File: src/rtl/urb_pkg.sv
package urb_pkg;
   typedef enum logic [2:0] {
      OFS_DATA = 3'd0,
      OFS_IER  = 3'd1,
      OFS_IIR  = 3'd2,
      OFS_LCR  = 3'd3,
      OFS_MCR  = 3'd4,
      OFS_LSR  = 3'd5,
      OFS_MSR  = 3'd6,
      OFS_SCR  = 3'd7
   } ofs_e;

   localparam logic [3:0] RSN_NONE = 4'h1;
   localparam logic [3:0] RSN_LINE = 4'h6;
   localparam logic [3:0] RSN_RXTO = 4'hC;
   localparam logic [3:0] RSN_THRE = 4'h2;
   localparam logic [3:0] RSN_MDM  = 4'h0;

   localparam int EN_RX   = 0;
   localparam int EN_THRE = 1;
   localparam int EN_LINE = 2;
   localparam int EN_MDM  = 3;

   localparam int LCR_DIV_BIT = 7;
   localparam int MCR_LOOP_BIT = 4;
endpackage

File: src/rtl/urb_prio.sv
module urb_prio
   import urb_pkg::*;
(
   input  logic [3:0] ien,
   input  logic       ovr,
   input  logic       rx_avail,
   input  logic       thre_pend,
   input  logic       mdm_delta,
   output logic [3:0] reason
);
   always_comb begin
      if (ovr && ien[EN_LINE])             reason = RSN_LINE;
      else if (rx_avail && ien[EN_RX])     reason = RSN_RXTO;
      else if (thre_pend && ien[EN_THRE])  reason = RSN_THRE;
      else if (mdm_delta && ien[EN_MDM])   reason = RSN_MDM;
      else                                 reason = RSN_NONE;
   end
endmodule

File: src/rtl/urb_fcr.sv
module urb_fcr (
   input  logic       clk,
   input  logic       rst_n,
   input  logic       wr_en,
   input  logic [7:0] wdata,
   output logic       fifo_on,
   output logic       flush,
   output logic       flush_full
);
   logic [7:0] fcr_q;
   logic       en_chg;

   assign fifo_on    = fcr_q[0];
   assign en_chg     = wr_en && (wdata[0] != fcr_q[0]);
   assign flush      = en_chg || (wr_en && wdata[0] && wdata[1]);
   assign flush_full = wdata[0];

   always_ff @(posedge clk or negedge rst_n) begin
      if (!rst_n)         fcr_q <= '0;
      else if (wr_en) begin
         if (!wdata[0])   fcr_q <= '0;
         else             fcr_q <= wdata & 8'hC9;
      end
   end
endmodule

File: src/rtl/uart_regbank.sv
module uart_regbank
   import urb_pkg::*;
#(
   parameter int CNT_W       = 5,
   parameter int REF_HZ      = 1843200,
   parameter int BAUD        = 115200,
   parameter bit HAS_SCRATCH = 1'b1
) (
   input  logic             clk,
   input  logic             rst_n,
   input  logic             bus_sel,
   input  logic             bus_wr,
   input  logic [2:0]       bus_addr,
   input  logic [7:0]       bus_wdata,
   output logic [7:0]       bus_rdata,
   output logic             irq,
   input  logic [CNT_W-1:0] rxq_count,
   input  logic [7:0]       rxq_rdata,
   output logic             rxq_pop,
   output logic             rxq_push,
   output logic [7:0]       rxq_wdata,
   input  logic             rxq_full_hit,
   output logic             rxq_flush,
   output logic             rxq_flush_full,
   input  logic [7:0]       mdm_status,
   output logic             mdm_rd,
   output logic [4:0]       mcr_out
);
   localparam int DIV_RST = REF_HZ / BAUD / 16;
   localparam logic [15:0] DIV16 = 16'(DIV_RST);

   if (CNT_W < 1 || CNT_W > 16) begin : g_cnt_bad
      $error("CNT_W out of range");
   end
   if (DIV_RST < 1 || DIV_RST > 65535) begin : g_div_bad
      $error("reset divisor out of range");
   end

   logic [7:0] dll_q, dlh_q, lcr_q;
   logic [3:0] ier_q;
   logic [4:0] mcr_q;
   logic       oe_q, thre_pend_q;
   logic [7:0] scr_rd;
   logic [3:0] reason;
   logic       fifo_on, dlab, rx_avail;
   logic       rd, wr, div_lo, div_hi;
   logic       wr_data, wr_ier, wr_fcr, rd_data, rd_iir, rd_lsr;

   assign dlab     = lcr_q[LCR_DIV_BIT];
   assign rx_avail = rxq_count != '0;
   assign rd       = bus_sel && !bus_wr;
   assign wr       = bus_sel && bus_wr;
   assign div_lo   = dlab && (bus_addr == OFS_DATA);
   assign div_hi   = dlab && (bus_addr == OFS_IER);
   assign wr_data  = wr && (bus_addr == OFS_DATA) && !dlab;
   assign wr_ier   = wr && (bus_addr == OFS_IER) && !dlab;
   assign wr_fcr   = wr && (bus_addr == OFS_IIR);
   assign rd_data  = rd && (bus_addr == OFS_DATA) && !dlab;
   assign rd_iir   = rd && (bus_addr == OFS_IIR);
   assign rd_lsr   = rd && (bus_addr == OFS_LSR);

   assign rxq_push  = wr_data && mcr_q[MCR_LOOP_BIT];
   assign rxq_wdata = bus_wdata;
   assign rxq_pop   = rd_data && rx_avail;
   assign mdm_rd    = rd && (bus_addr == OFS_MSR);
   assign mcr_out   = mcr_q;
   assign irq       = reason != RSN_NONE;

   urb_prio u_prio (
      .ien       (ier_q),
      .ovr       (oe_q),
      .rx_avail  (rx_avail),
      .thre_pend (thre_pend_q),
      .mdm_delta (mdm_status[3:0] != 4'h0),
      .reason    (reason)
   );

   urb_fcr u_fcr (
      .clk        (clk),
      .rst_n      (rst_n),
      .wr_en      (wr_fcr),
      .wdata      (bus_wdata),
      .fifo_on    (fifo_on),
      .flush      (rxq_flush),
      .flush_full (rxq_flush_full)
   );

   always_ff @(posedge clk or negedge rst_n) begin
      if (!rst_n) begin
         dll_q <= DIV16[7:0];
         dlh_q <= DIV16[15:8];
         lcr_q <= '0;
         ier_q <= '0;
         mcr_q <= '0;
      end else if (wr) begin
         if (div_lo)                   dll_q <= bus_wdata;
         else if (div_hi)              dlh_q <= bus_wdata;
         else if (wr_ier)              ier_q <= bus_wdata[3:0];
         else if (bus_addr == OFS_LCR) lcr_q <= bus_wdata;
         else if (bus_addr == OFS_MCR) mcr_q <= bus_wdata[4:0];
      end
   end

   always_ff @(posedge clk or negedge rst_n) begin
      if (!rst_n) begin
         oe_q        <= 1'b0;
         thre_pend_q <= 1'b0;
      end else begin
         if (rxq_push && rxq_full_hit) oe_q <= 1'b1;
         else if (rd_lsr)              oe_q <= 1'b0;
         if (wr_data || (wr_ier && !ier_q[EN_THRE] && bus_wdata[EN_THRE]))
            thre_pend_q <= 1'b1;
         else if (rd_iir && reason == RSN_THRE)
            thre_pend_q <= 1'b0;
      end
   end

   if (HAS_SCRATCH) begin : g_scr
      logic [7:0] scr_q;
      always_ff @(posedge clk or negedge rst_n) begin
         if (!rst_n)                               scr_q <= '0;
         else if (wr && bus_addr == OFS_SCR)       scr_q <= bus_wdata;
      end
      assign scr_rd = scr_q;
   end else begin : g_noscr
      assign scr_rd = 8'hFF;
   end

   always_comb begin
      bus_rdata = 8'hFF;
      if (div_lo)      bus_rdata = dll_q;
      else if (div_hi) bus_rdata = dlh_q;
      else begin
         case (bus_addr)
            OFS_DATA: bus_rdata = rxq_rdata;
            OFS_IER:  bus_rdata = {4'h0, ier_q};
            OFS_IIR:  bus_rdata = {{2{fifo_on}}, 2'b00, reason};
            OFS_LCR:  bus_rdata = lcr_q;
            OFS_MCR:  bus_rdata = {3'b000, mcr_q};
            OFS_LSR:  bus_rdata = {1'b0, 2'b11, 3'b000, oe_q, rx_avail};
            OFS_MSR:  bus_rdata = mdm_status;
            OFS_SCR:  bus_rdata = scr_rd;
            default:  bus_rdata = 8'hFF;
         endcase
      end
   end
endmodule


File: config.mk
export PLATFORM = sky130hd
export DESIGN_NAME = uart_regbank
export DESIGN_NICKNAME = d
export VERILOG_FILES = /design/src/rtl/urb_pkg.sv /design/src/rtl/urb_prio.sv /design/src/rtl/urb_fcr.sv /design/src/rtl/uart_regbank.sv
export SDC_FILE = /design/constraint.sdc
export NUM_CORES = 1
export LEC_CHECK = 0
export BUFFER_PORTS_ARGS = -buffer_cell sky130_fd_sc_hd__buf_2
export CORE_ASPECT_RATIO = 0.7
export CORE_MARGIN = 1
export CORE_UTILIZATION = 57
export CTS_CLUSTER_SIZE = 28
export DETAILED_ROUTE_END_ITERATION = 10
export GPL_TIMING_DRIVEN = 0
export PLACE_DENSITY = 0.85
export REMOVE_ABC_BUFFERS = 1
export SLEW_MARGIN = 20
export SYNTH_ARGS = -nofsm -noshare
export SYNTH_HDL_FRONTEND = slang
export SYNTH_HIERARCHICAL = 1
export SYNTH_SLANG_ARGS = --single-unit
File: constraint.sdc
create_clock -name clk -period 11.8 [get_ports clk]
set_clock_uncertainty 0.2 [all_clocks]
set_input_delay 3.54 -clock clk [delete_from_list [all_inputs] [get_ports clk]]
set_output_delay 3.54 -clock clk [all_outputs]
set_load 0.05 [all_outputs]
* After elaboration in Yosys (flattened, before gate mapping)
Index checks and enable logic that the tools add are counted.
Widths: inputs -> output; s select.
** Storage, ports and cells
- Bits in writable memories :: 0
- Bits of input ports :: 37
- Logic and storage cells :: 78
- Flip-flop bits (word level) :: 44
- ROM bits :: 0
- Latch bits :: 0
- Memories :: 0
** Operators by class
- Div/mod/pow operators :: 0
- Reductions and logical operators :: 43
- Multiplexer cells :: 12
- Magnitude comparators :: 0
- Bitwise logic cells :: 4
- Multiply operators :: 0
- Shift operators :: 0
- Equality and inequality tests :: 10
- Add/subtract/negate cells :: 0
** Operators with widths (count)
- $pmux 8 s8 :: 1
- $logic_and 1x1->1 :: 28
- $mux 8 :: 2
- $eq 3x3->1 const B :: 4
- $mux 4 :: 3
- $eq 3x2->1 const B :: 2
- $mux 1 :: 6
- $reduce_and 6->1 :: 1
- $reduce_and 5->1 :: 1
- $reduce_bool 5->1 :: 1
- $eq 4x2->1 const B :: 1
- $ne 4x1->1 const B :: 1
- $not 1->1 :: 4
- $reduce_and 4->1 :: 1
- $reduce_bool 2->1 :: 2
- $reduce_bool 4->1 :: 1
- $eq 3x1->1 const B :: 1
- $logic_not 1->1 :: 3
- $logic_not 3->1 :: 1
- $reduce_and 3->1 :: 1
- $logic_or 1x1->1 :: 2
- $reduce_and 2->1 :: 1
- $ne 1x1->1 :: 1

* Logic depth before layout (Yosys ltp)
Gate-level depths: netlist of run 1.
- Word-level depth :: 10
- Mapped depth :: 8

* Modules after synthesis
Netlist of run 1, hierarchy kept.
** By module, submodules not included
- uart_regbank :: area an instance 2489.9 um2, sequential area each 1077.3 um2, cells an instance 217, times used 1
- urb_fcr :: area an instance 62.6 um2, sequential area each 25.0 um2, cells an instance 6, times used 1
- urb_prio :: area an instance 42.5 um2, sequential area each 0.0 um2, cells an instance 5, times used 1

* Worst setup path after synthesis of run 1
No wires, ideal clock.
- Kind :: input to output
- Start :: input port rxq_count[0]
- End :: output port bus_rdata[0]
- Stages on the path :: 8
- Data arrival time :: 5846 ps
- Path slack :: 2214 ps
- Buffers on the path :: 0
- Cell sequence :: or4_1 nor2_1 inv_1 a22o_1 a221oi_2 mux4_2 nand2_1 a32oi_1
** On the way
- Word-level cells in the longest chain between the ends :: 7
** RTL lines
- start, declared :: line uart_regbank.sv:17 : input logic [CNT_W-1:0] rxq_count,
- $reduce_bool 5->1 :: line uart_regbank.sv:50 : assign rx_avail = rxq_count != '0;
- net rx_avail :: line uart_regbank.sv:45 : logic fifo_on, dlab, rx_avail;
- $logic_and 1x1->1 :: line urb_prio.sv:13 : else if (rx_avail && ien[EN_RX]) reason = RSN_RXTO;
- $mux 4 :: line urb_prio.sv:13
- $mux 4 :: line urb_prio.sv:12 : if (ovr && ien[EN_LINE]) reason = RSN_LINE;
- net reason[0] :: line uart_regbank.sv:44 : logic [3:0] reason;
- $pmux 8 s8 :: line uart_regbank.sv:134 : case (bus_addr)
- $mux 8 :: line uart_regbank.sv:132 : else if (div_hi) bus_rdata = dlh_q;
- $mux 8 :: line uart_regbank.sv:131 : if (div_lo) bus_rdata = dll_q;
- end, declared :: line uart_regbank.sv:15 : output logic [7:0] bus_rdata,
The timed path passes the listed nets, and every way through them passes these cells.

* Worst setup path in the final report of run 1
- Start :: input port rxq_count[0]
- End :: output port irq
** On the way
- Word-level cells in the longest chain between the ends :: 5
** RTL lines
- $reduce_bool 5->1 :: line uart_regbank.sv:50
- net rx_avail :: line uart_regbank.sv:45
- $logic_and 1x1->1 :: line urb_prio.sv:13
- $mux 4 :: line urb_prio.sv:13
- $mux 4 :: line urb_prio.sv:12
- net reason[2] :: line uart_regbank.sv:44
- $ne 4x1->1 :: line uart_regbank.sv:67 : assign irq = reason != RSN_NONE;
- end, declared :: line uart_regbank.sv:16 : output logic irq,
The timed path passes the listed nets, and every way through them passes these cells.

==> qor.yml, run 1 <==
status: "completed"
maxSlewHeadroom: 0.340
min_path_type: "reg2reg"
crit_top_cell: "buf_2"
synth_cell_types: 48
crit_family: "simple AND/OR/NAND/NOR gates"
dpl.cell_count: 326
grt.overflow.total: 0
grt_pass1_vias: 1930
seq_area_frac_synth: 0.425
clk_path_buf_depth: 2
hpwl_mm: 4.02
firstDrtPassIters: 4
vias: 2031
cts_resized: 0
grt_max_degree: 45
cp_max_fo: 4
clk_pin_slew_ns: 0.08
fin_util: 0.682
p_leak_uw: 0.00133
drc: 0
synth-async-reset-ratio: 1.00
p_per_area_mw_per_mm2: 169
ir_drop_mv: 0.105
mostFrequentLayoutCell: "buf_2"
die_w_um: 82.6
insertion_delay_ns: 0.30
endpoint_kind: "output port"
final_cell_mix: "63 x buf_2, 43 x dfrtp_1, 41 x mux2_2, 16 x nand2_1, 12 x o21ai_0"
slew_viol_final: 0
grt_pass1_wl_mm: 9.36
finalNonFillerCells: 334
drive_gt1_frac: 0.455
ios: 64
cts_tree: "done"
worst-endpoint-required_ns: 8.06
fmax_mhz: 104
cts_buffers: 5
path_buf_inv: 3
max_stage_delay_ns: 0.62
finalHoldViolCount: 0
initial_core_util: 0.596
ant_nets: 0
io_buffer_count: 63
finalCritPeriodShare: 0.811
yosys_most_used_dff: "dfrtp_1"
rsz0062_at_grt: "false"
die_y_um: 58.5
area_growth_pct: 14.5
first_iter_violations: 116
wl_mm: 5.96
synth_cells: 228
min_period_ns: 9.57
maxCapViolCount: 0
clock-root-buffer: "clkbuf_8"
coreArea_mm2: 0.00435
worstPathArrival_ns: 5.83
postCtsHoldBufs: 0
htreeDepth: 2
grt_use_total: 0.268
routabilityCongestion: 0.822
crit_path_cell_trace: "buf_2, or4_1, nor2_1, inv_1, a22o_1, a221oi_2, or4b_2, buf_2"
syn_avg_cell_area_um2: 11.4
slowest_stage: "or4b_2"
viasPerCell: 6.08
post_cts_buffers: 0
n_antenna_cell: 0
fp-row-count: 20
wl_per_cell_um: 17.8
tightest_slew_ns: 0.991
finalSetupTns_ns: 0
cp-start-kind: "primary input"
criticalPathCategory: "in2out"
nets: 315
numClockSinks: 44
synth-edff-count: 0
dieArea_mm2: 0.00483
syn_area_mm2: 0.00259
antenna_found_initial: 0
ys_seq_elements: 44
setup_viol: 0
ys_warn_count: 6
## routing by layer
metal  wire [µm]  global-route usage
met5           0                   0
met4          29              0.0616
met1        2930               0.387
met2        2700               0.419
met3         306              0.0527
## sequential cells by signal (all words and copies together), names as in the netlist
signal,flops
dll_q,8
g_scr.scr_q,8
mcr_out,5
lcr_q,8
dlh_q,8
u_fcr/fcr_q,1
ier_q,4
oe_q,1
thre_pend_q,1
## synthesized netlist by cell type, types with 2 or more instances
cell type | n | area share
mux2_2 | 41 | 0.18
mux2i_1 | 11 | 0.042
buf_2 | 5 | 0.0096
o22ai_1 | 4 | 0.0096
nor2_4 | 5 | 0.022
nor2b_1 | 2 | 0.0048
a32oi_1 | 2 | 0.0068
buf_4 | 12 | 0.035
a211oi_1 | 2 | 0.0058
nand2_1 | 16 | 0.023
nand2b_1 | 3 | 0.0072
nand4_1 | 2 | 0.0048
clkbuf_1 | 2 | 0.0029
a22o_1 | 3 | 0.010
dfrtp_1 | 43 | 0.41
a31oi_1 | 4 | 0.0096
nand3b_1 | 6 | 0.017
inv_1 | 6 | 0.0087
nor3_1 | 3 | 0.0058
or4_1 | 3 | 0.0087
a21oi_1 | 6 | 0.012
nor3b_1 | 2 | 0.0058
o21ai_0 | 12 | 0.023
nand3_1 | 2 | 0.0039
mux4_1 | 2 | 0.020
nor2_1 | 6 | 0.0087
a221oi_1 | 2 | 0.0068
## cell families (layout without fill, tap and decap cells)
logic type	count (synthesis)	in the layout	synth area share
mux	56	56	0.255
compound gates	41	41	0.106
buf+inv	26	77	0.0603
simple gates	61	61	0.154
flops	44	44	0.425
## path summary, 6_finish.rpt
| check | from | end | slack (ns) | cells past startpoint |
|---|---|---|---|---|
| setup reg to reg | lcr_q[7] | dlh_q[6] | 9.66 | 3 |
| min in group asynchronous | rst_n | dll_q[1] | 3.20 | 1 |
| setup / recovery | rxq_count[0] | irq | 2.23 | 8 |
| max in group asynchronous | rst_n | lcr_q[6] | 7.59 | 1 |
| hold reg to reg | lcr_q[2] | lcr_q[2] | 0.30 | 1 |
| hold / removal | lcr_q[2] | lcr_q[2] | 0.30 | 1 |
## power by group
group	total (µW)	internal, µW	switching, µW	leakage, µW
Sequential	217	189	28.2	0.000544
Combinational	158	65.9	91.8	0.000724
Clock	126	74.7	51.3	0.0000645
Total	501	330	171	0.00133
## final cells by class
cell class / count / area (µm²)
flip-flops and latches: 44 / 1100
clock inverters: 1 / 30.0
inverters: 6 / 22.5
repair buffers: 63 / 315
multi-input cells: 158 / 1340
clock buffers: 7 / 96.3
fillers: 359 / 1380
well taps: 55 / 68.8
## metrics by stage
step	total power [µW]	setup slack [ns]	hold slack [ns]	instance area (µm²)
4_1_cts	503	2.24	0.305	2970
6_report	501	2.23	0.301	2970
3_5_place_dp	377	2.25	0.292	2850
2_1_floorplan	325	2.23	0.272	2460
3_3_place_gp	371	2.25	0.282	2850
5_1_grt	526	2.09	0.330	2970
Note: power is estimated with default switching activity, not from simulation.
==> run 2, diff against run 1 <==
- CORE_UTILIZATION: 57 -> 53
- PLACE_DENSITY: 0.85 -> 0.79
- clock period: 11.8 -> 8.9 ns (I/O delays scaled with it)
==> run 2 against run 1 <==
Combinational power grew 33%. First-iteration DRC count grew 16%. Worst setup slack lost 1.2 ns. Clock power grew 25%. Global-route usage shrank 1.3 points. Clock-buffer cell count shrank 2. Critical endpoint is now bus_rdata[0]. Sequential share of layout area grew 0.16 points.
==> qor.yml, run 2 (synthesized netlist as in run 1, its figures left out) <==
hp-start: "lcr_q[3]"  # was lcr_q[2]
die_w_um: 85.6  # was 82.6 µm
min_period_ns: 7.91
endpoint_kind: "output port"  # unchanged
swShare: 0.357  # was 0.342
grt.overflow.total: 0  # unchanged
drc: 0  # unchanged
postCtsHoldBufs: 0  # unchanged
r2r-start: "lcr_q[7]"  # unchanged
internal_power_uw: 421  # was 330 µW
grt_use_total: 0.255  # was 0.268
post_cts_buffers: 0  # unchanged
clock-root-buffer: "clkbuf_8"  # unchanged
clock_power_share: 0.239  # was 0.252
antenna_found_initial: 0  # unchanged
viasPerCell: 6.13  # was 6.08
cts_buffers: 5  # unchanged
rr_worst_depth: 3  # unchanged
htreeDepth: 2  # unchanged
clk_path_buf_depth: 2  # unchanged
coreArea_mm2: 0.00450  # was 0.00435 mm²
fp-row-count: 20  # unchanged
die_y_um: 60.5  # was 58.5 µm
grt-busiest-layer: "met2"  # unchanged
reg2reg_slack_ns: 6.76  # was 9.66 ns
vias: 2047  # was 2031
ios: 64  # unchanged
critPathLaunch: "rxq_count[0]"  # unchanged
ant_nets: 0  # unchanged
firstDrtPassIters: 5  # was 4
tightest_slew_ns: 0.871  # was 0.991 ns
n_antenna_cell: 0  # unchanged
mostFrequentLayoutCell: "buf_2"  # unchanged
p_per_area_mw_per_mm2: 221  # was 169 mW/mm²
use_met1: 0.372  # was 0.387
fillers: 391  # was 359
hold_end: "lcr_q[3]"  # was lcr_q[2]
slew_viol_final: 0  # unchanged
ir_drop_mv: 0.118  # was 0.105 mV
seq_area_mm2: 0.00110  # unchanged
area_growth_pct: 14.0  # was 14.5%
wl_per_cell_um: 18.7  # was 17.8 µm
worst-endpoint-required_ns: 6.03  # was 8.06 ns
cts_tree: "done"  # unchanged
cp-start-kind: "primary input"  # unchanged
final_cell_mix: "62 x buf_2, 43 x dfrtp_1, 41 x mux2_2, 16 x nand2_1, 12 x o21ai_0"  # was 63 x buf_2, 43 x dfrtp_1, 41 x mux2_2, 16 x nand2_1, 12 x o21ai_0
worstPathArrival_ns: 5.04  # was 5.83 ns
first_iter_violations: 134  # was 116
power.switching_uw: 233  # was 171 µW
p_leak_uw: 0.00132  # was 0.00133 µW
hpwl_mm: 4.21  # was 4.02 mm
grt_use_met2: 0.399  # was 0.419
initial_core_util: 0.576  # was 0.596
finalCritPeriodShare: 0.889
grt_pass1_wl_mm: 9.79  # was 9.36 mm
status: "completed"  # unchanged
criticalPathCategory: "in2out"  # unchanged
worst_slack_ns: 0.990  # was 2.23 ns
seq_power_share: 0.440  # was 0.434
finalHoldViolCount: 0  # unchanged
routabilityCongestion: 0.860  # was 0.822
finalSetupTns_ns: 0  # unchanged
drive_gt1_frac: 0.455  # unchanged
maxSlewHeadroom: 0.419  # was 0.340
wl_mm: 6.26  # was 5.96 mm
numClockSinks: 44  # unchanged
cp_max_fo: 4  # unchanged
fmax_mhz: 126
setup_viol: 0  # unchanged
multiInputGateArea_mm2: 0.00134  # unchanged
nets: 315  # unchanged
use_met3: 0.0367  # was 0.0527
maxCapViolCount: 0  # unchanged
dieArea_mm2: 0.00518  # was 0.00483 mm²
cts_resized: 0  # unchanged
io_buffer_count: 63  # unchanged
rsz0062_at_grt: "false"  # unchanged
insertion_delay_ns: 0.31  # was 0.30 ns
min_path_type: "reg2reg"  # unchanged
pwr-share-comb: 0.321  # was 0.315
preCtsSetupSlack_ns: 1.03  # was 2.25 ns
grt_pass1_vias: 1950  # was 1930
grt_max_degree: 45  # unchanged
r2r-end: "dlh_q[5]"  # was dlh_q[6]
hold_depth: 1  # unchanged
clk_pin_slew_ns: 0.09  # was 0.08 ns
==> run 2: cell count changes in the layout (fill, tap and decap cells not counted) <==
cell | previous run | this run
clkinv_2 | 0 | 1
buf_4 | 0 | 1
clkbuf_8 | 7 | 5
buf_2 | 63 | 62
clkinvlp_4 | 0 | 1
==> run 2: worst max path at each step <==
stage | end
after floorplan | bus_rdata[0]
after global placement | bus_rdata[0]
after detailed placement | bus_rdata[0]
after CTS | bus_rdata[0]
after global routing | bus_rdata[0]
final | bus_rdata[0]
==> run 2: power groups by stage <==
stage	combinational, µW	sequential (µW)	clock, µW
CTS	210	287	159
detailed placement	209	291	0
global placement	205	288	0
finish	210	288	157
global route	225	295	166
floorplan	132	299	0
==> run 2: worst max-delay path: stages <==
cell and delay [ns]:
buf_2 0.09, or4_1 0.55, nor2_1 0.17, inv_1 0.08
a22o_1 0.31, a221oi_2 0.25, mux4_2 0.30, nand2_1 0.06
a32oi_1 0.26, buf_2 0.30
==> run 2: through the flow <==
| step | std cells | area [µm²] | utilization | hold slack (ns) | power (µW) |
|---|---|---|---|---|---|
| global route | 334 | 2960 | 0.657 | 0.325 | 686 |
| finish | 334 | 2960 | 0.657 | 0.307 | 654 |
| floorplan | 208 | 2460 | - | 0.272 | 431 |
| CTS | 334 | 2960 | 0.656 | 0.308 | 656 |
| detailed placement | 326 | 2850 | 0.632 | 0.288 | 500 |
| global placement | 326 | 2850 | 0.632 | 0.283 | 493 |
==> run 2: per-layer routing <==
layer  vias to the layer above  part of all wire
met1                      1017              0.48
met2                        82              0.44
li1                        941                 -
met5                         -                 0
met3                         7             0.070
met4                         0             0.011
==> run 2: cell type report <==
cell class	instances	share of cell area
Clock buffer	5	0.0233
Clock inverter	3	0.0144
Inverter	6	0.00761
Multi-Input combinational cell	158	0.452
Sequential cell	44	0.373
Tap cell	55	0.0233
Timing Repair Buffer	63	0.107
==> run 3, diff against run 2 <==
- PLACE_DENSITY: 0.79 -> default
- PLACE_DENSITY_LB_ADDON: default -> 0.25
- clock period: 8.9 -> 7.33 ns (I/O delays scaled with it)
==> run 3 against run 2 <==
Non-clock buffer count is the same. Die area unchanged. Clock-buffer cell count increased by 1. Worst setup slack worse by 0.54 ns. Combinational power up 21%. Cell area up 0.25%. Core utilization increased by 0.17 points. Sequential share of layout area shrank 0.094 points. Cell count stayed put. Clock power is 27% higher. Highest routed layer unchanged.
==> qor.yml, run 3 (synthesized netlist as in run 1, its figures left out) <==
endpoint_kind: "output port"  # unchanged
grt_use_total: 0.252  # was 0.255
criticalPathCategory: "in2out"  # unchanged
maxSlewHeadroom: 0.351  # was 0.419
wl_mm: 6.00  # was 6.26 mm
viasPerCell: 6.02  # was 6.13
vias: 2011  # was 2047
io_buffer_count: 63  # unchanged
clock-root-buffer: "clkbuf_8"  # unchanged
preCtsSetupSlack_ns: 0.457  # was 1.03 ns
drive_gt1_frac: 0.455  # unchanged
clk_path_buf_depth: 2  # unchanged
grt_pass1_wl_mm: 9.63  # was 9.79 mm
cts_buffers: 5  # unchanged
final_cell_mix: "63 x buf_2, 43 x dfrtp_1, 41 x mux2_2, 16 x nand2_1, 12 x o21ai_0"  # was 62 x buf_2, 43 x dfrtp_1, 41 x mux2_2, 16 x nand2_1, 12 x o21ai_0
status: "completed"  # unchanged
finalHoldViolCount: 0  # unchanged
htreeDepth: 2  # unchanged
firstDrtPassIters: 4  # was 5
hpwl_mm: 4.12  # was 4.21 mm
first_iter_violations: 163  # was 134
ios: 64  # unchanged
slew_viol_final: 0  # unchanged
dieArea_mm2: 0.00518  # unchanged
rsz0062_at_grt: "false"  # unchanged
p_leak_uw: 0.00133  # was 0.00132 µW
initial_core_util: 0.576  # unchanged
post_cts_buffers: 0  # unchanged
cp-start-kind: "primary input"  # unchanged
area_growth_pct: 14.3  # was 14.0%
fp-row-count: 20  # unchanged
grt_max_degree: 45  # unchanged
grt.overflow.total: 0  # unchanged
dpl.cell_count: 326  # unchanged
die_y_um: 60.5  # unchanged
grt_pass1_vias: 1867  # was 1950
ir_drop_mv: 0.134  # was 0.118 mV
worstPathArrival_ns: 4.48  # was 5.04 ns
finalNonFillerCells: 334  # unchanged
worst_slack_ns: 0.447  # was 0.990 ns
setup_viol: 0  # unchanged
nets: 315  # unchanged
wl_per_cell_um: 18.0  # was 18.7 µm
antenna_found_initial: 0  # unchanged
insertion_delay_ns: 0.30  # was 0.31 ns
tightest_slew_ns: 0.974  # was 0.871 ns
drc: 0  # unchanged
postCtsHoldBufs: 0  # unchanged
worst-endpoint-required_ns: 4.93  # was 6.03 ns
fmax_mhz: 145
mostFrequentLayoutCell: "buf_2"  # unchanged
ant_nets: 0  # unchanged
maxCapViolCount: 0  # unchanged
min_path_type: "reg2reg"  # unchanged
finalSetupTns_ns: 0  # unchanged
cts_resized: 0  # unchanged
coreArea_mm2: 0.00450  # unchanged
cp_max_fo: 4  # unchanged
min_period_ns: 6.88
die_w_um: 85.6  # unchanged
finalCritPeriodShare: 0.939
p_per_area_mw_per_mm2: 271  # was 221 mW/mm²
cts_tree: "done"  # unchanged
routabilityCongestion: 0.805  # was 0.860
numClockSinks: 44  # unchanged
clk_pin_slew_ns: 0.09  # about the same
n_antenna_cell: 0  # unchanged
## run 3: cell types whose count changed in the layout (fill, tap and decap cells not counted), sizes merged
cell / previous run / this run
clkbuf: 5 / 6
clkinvlp: 1 / 0
## run 3: per-stage QoR
stage	hold WS (ns)	area, µm²	total power (µW)	util
floorplan	0.272	2460	523	-
finish	0.309	2970	803	0.659
global placement	0.284	2850	600	0.632
global route	0.325	2970	842	0.659
CTS	0.311	2970	803	0.659
detailed placement	0.290	2850	607	0.632
## run 3: per-layer routing
metal / GRT usage / vias up / share of wire
li1: - / 947 / -
met4: 0.0810 / 0 / 0.0092
met5: 0 / - / 0
met2: 0.375 / 70 / 0.43
met3: 0.0449 / 7 / 0.066
met1: 0.379 / 987 / 0.49
## run 3: layout make-up
type | count | area [µm²]
Sequential cell | 44 | 1100
Clock inverter | 2 | 38.8
Clock buffer | 6 | 82.6
Tap cell | 55 | 68.8
Multi-Input combinational cell | 158 | 1340
Timing Repair Buffer | 63 | 315
Inverter | 6 | 22.5
Fill cell | 375 | 1540
## run 3: power breakdown
group | total (µW) | internal, µW | switching, µW
registers | 349 | 304 | 45.1
logic | 254 | 106 | 148
clock network | 200 | 112 | 88.4
## run 3: worst max-delay path, cell delays in order
cell,delay [ns]
buf_2,0.09
or4_1,0.55
nor2_1,0.16
inv_1,0.07
a22o_1,0.30
a221oi_2,0.24
mux4_2,0.29
nand2_1,0.07
a32oi_1,0.22
buf_2,0.29
## run 3: final timing paths
kind	cells after the start	startpoint	slack (ns)	endpoint
min	1	g_scr.scr_q[0]	0.31	g_scr.scr_q[0]
max reg2reg	3	lcr_q[7]	5.28	dlh_q[5]
max	10	rxq_count[0]	0.45	bus_rdata[0]
min in group asynchronous	1	rst_n	1.84	mcr_out[3]
min reg2reg	1	g_scr.scr_q[0]	0.31	g_scr.scr_q[0]
max in group asynchronous	1	rst_n	4.48	lcr_q[7]
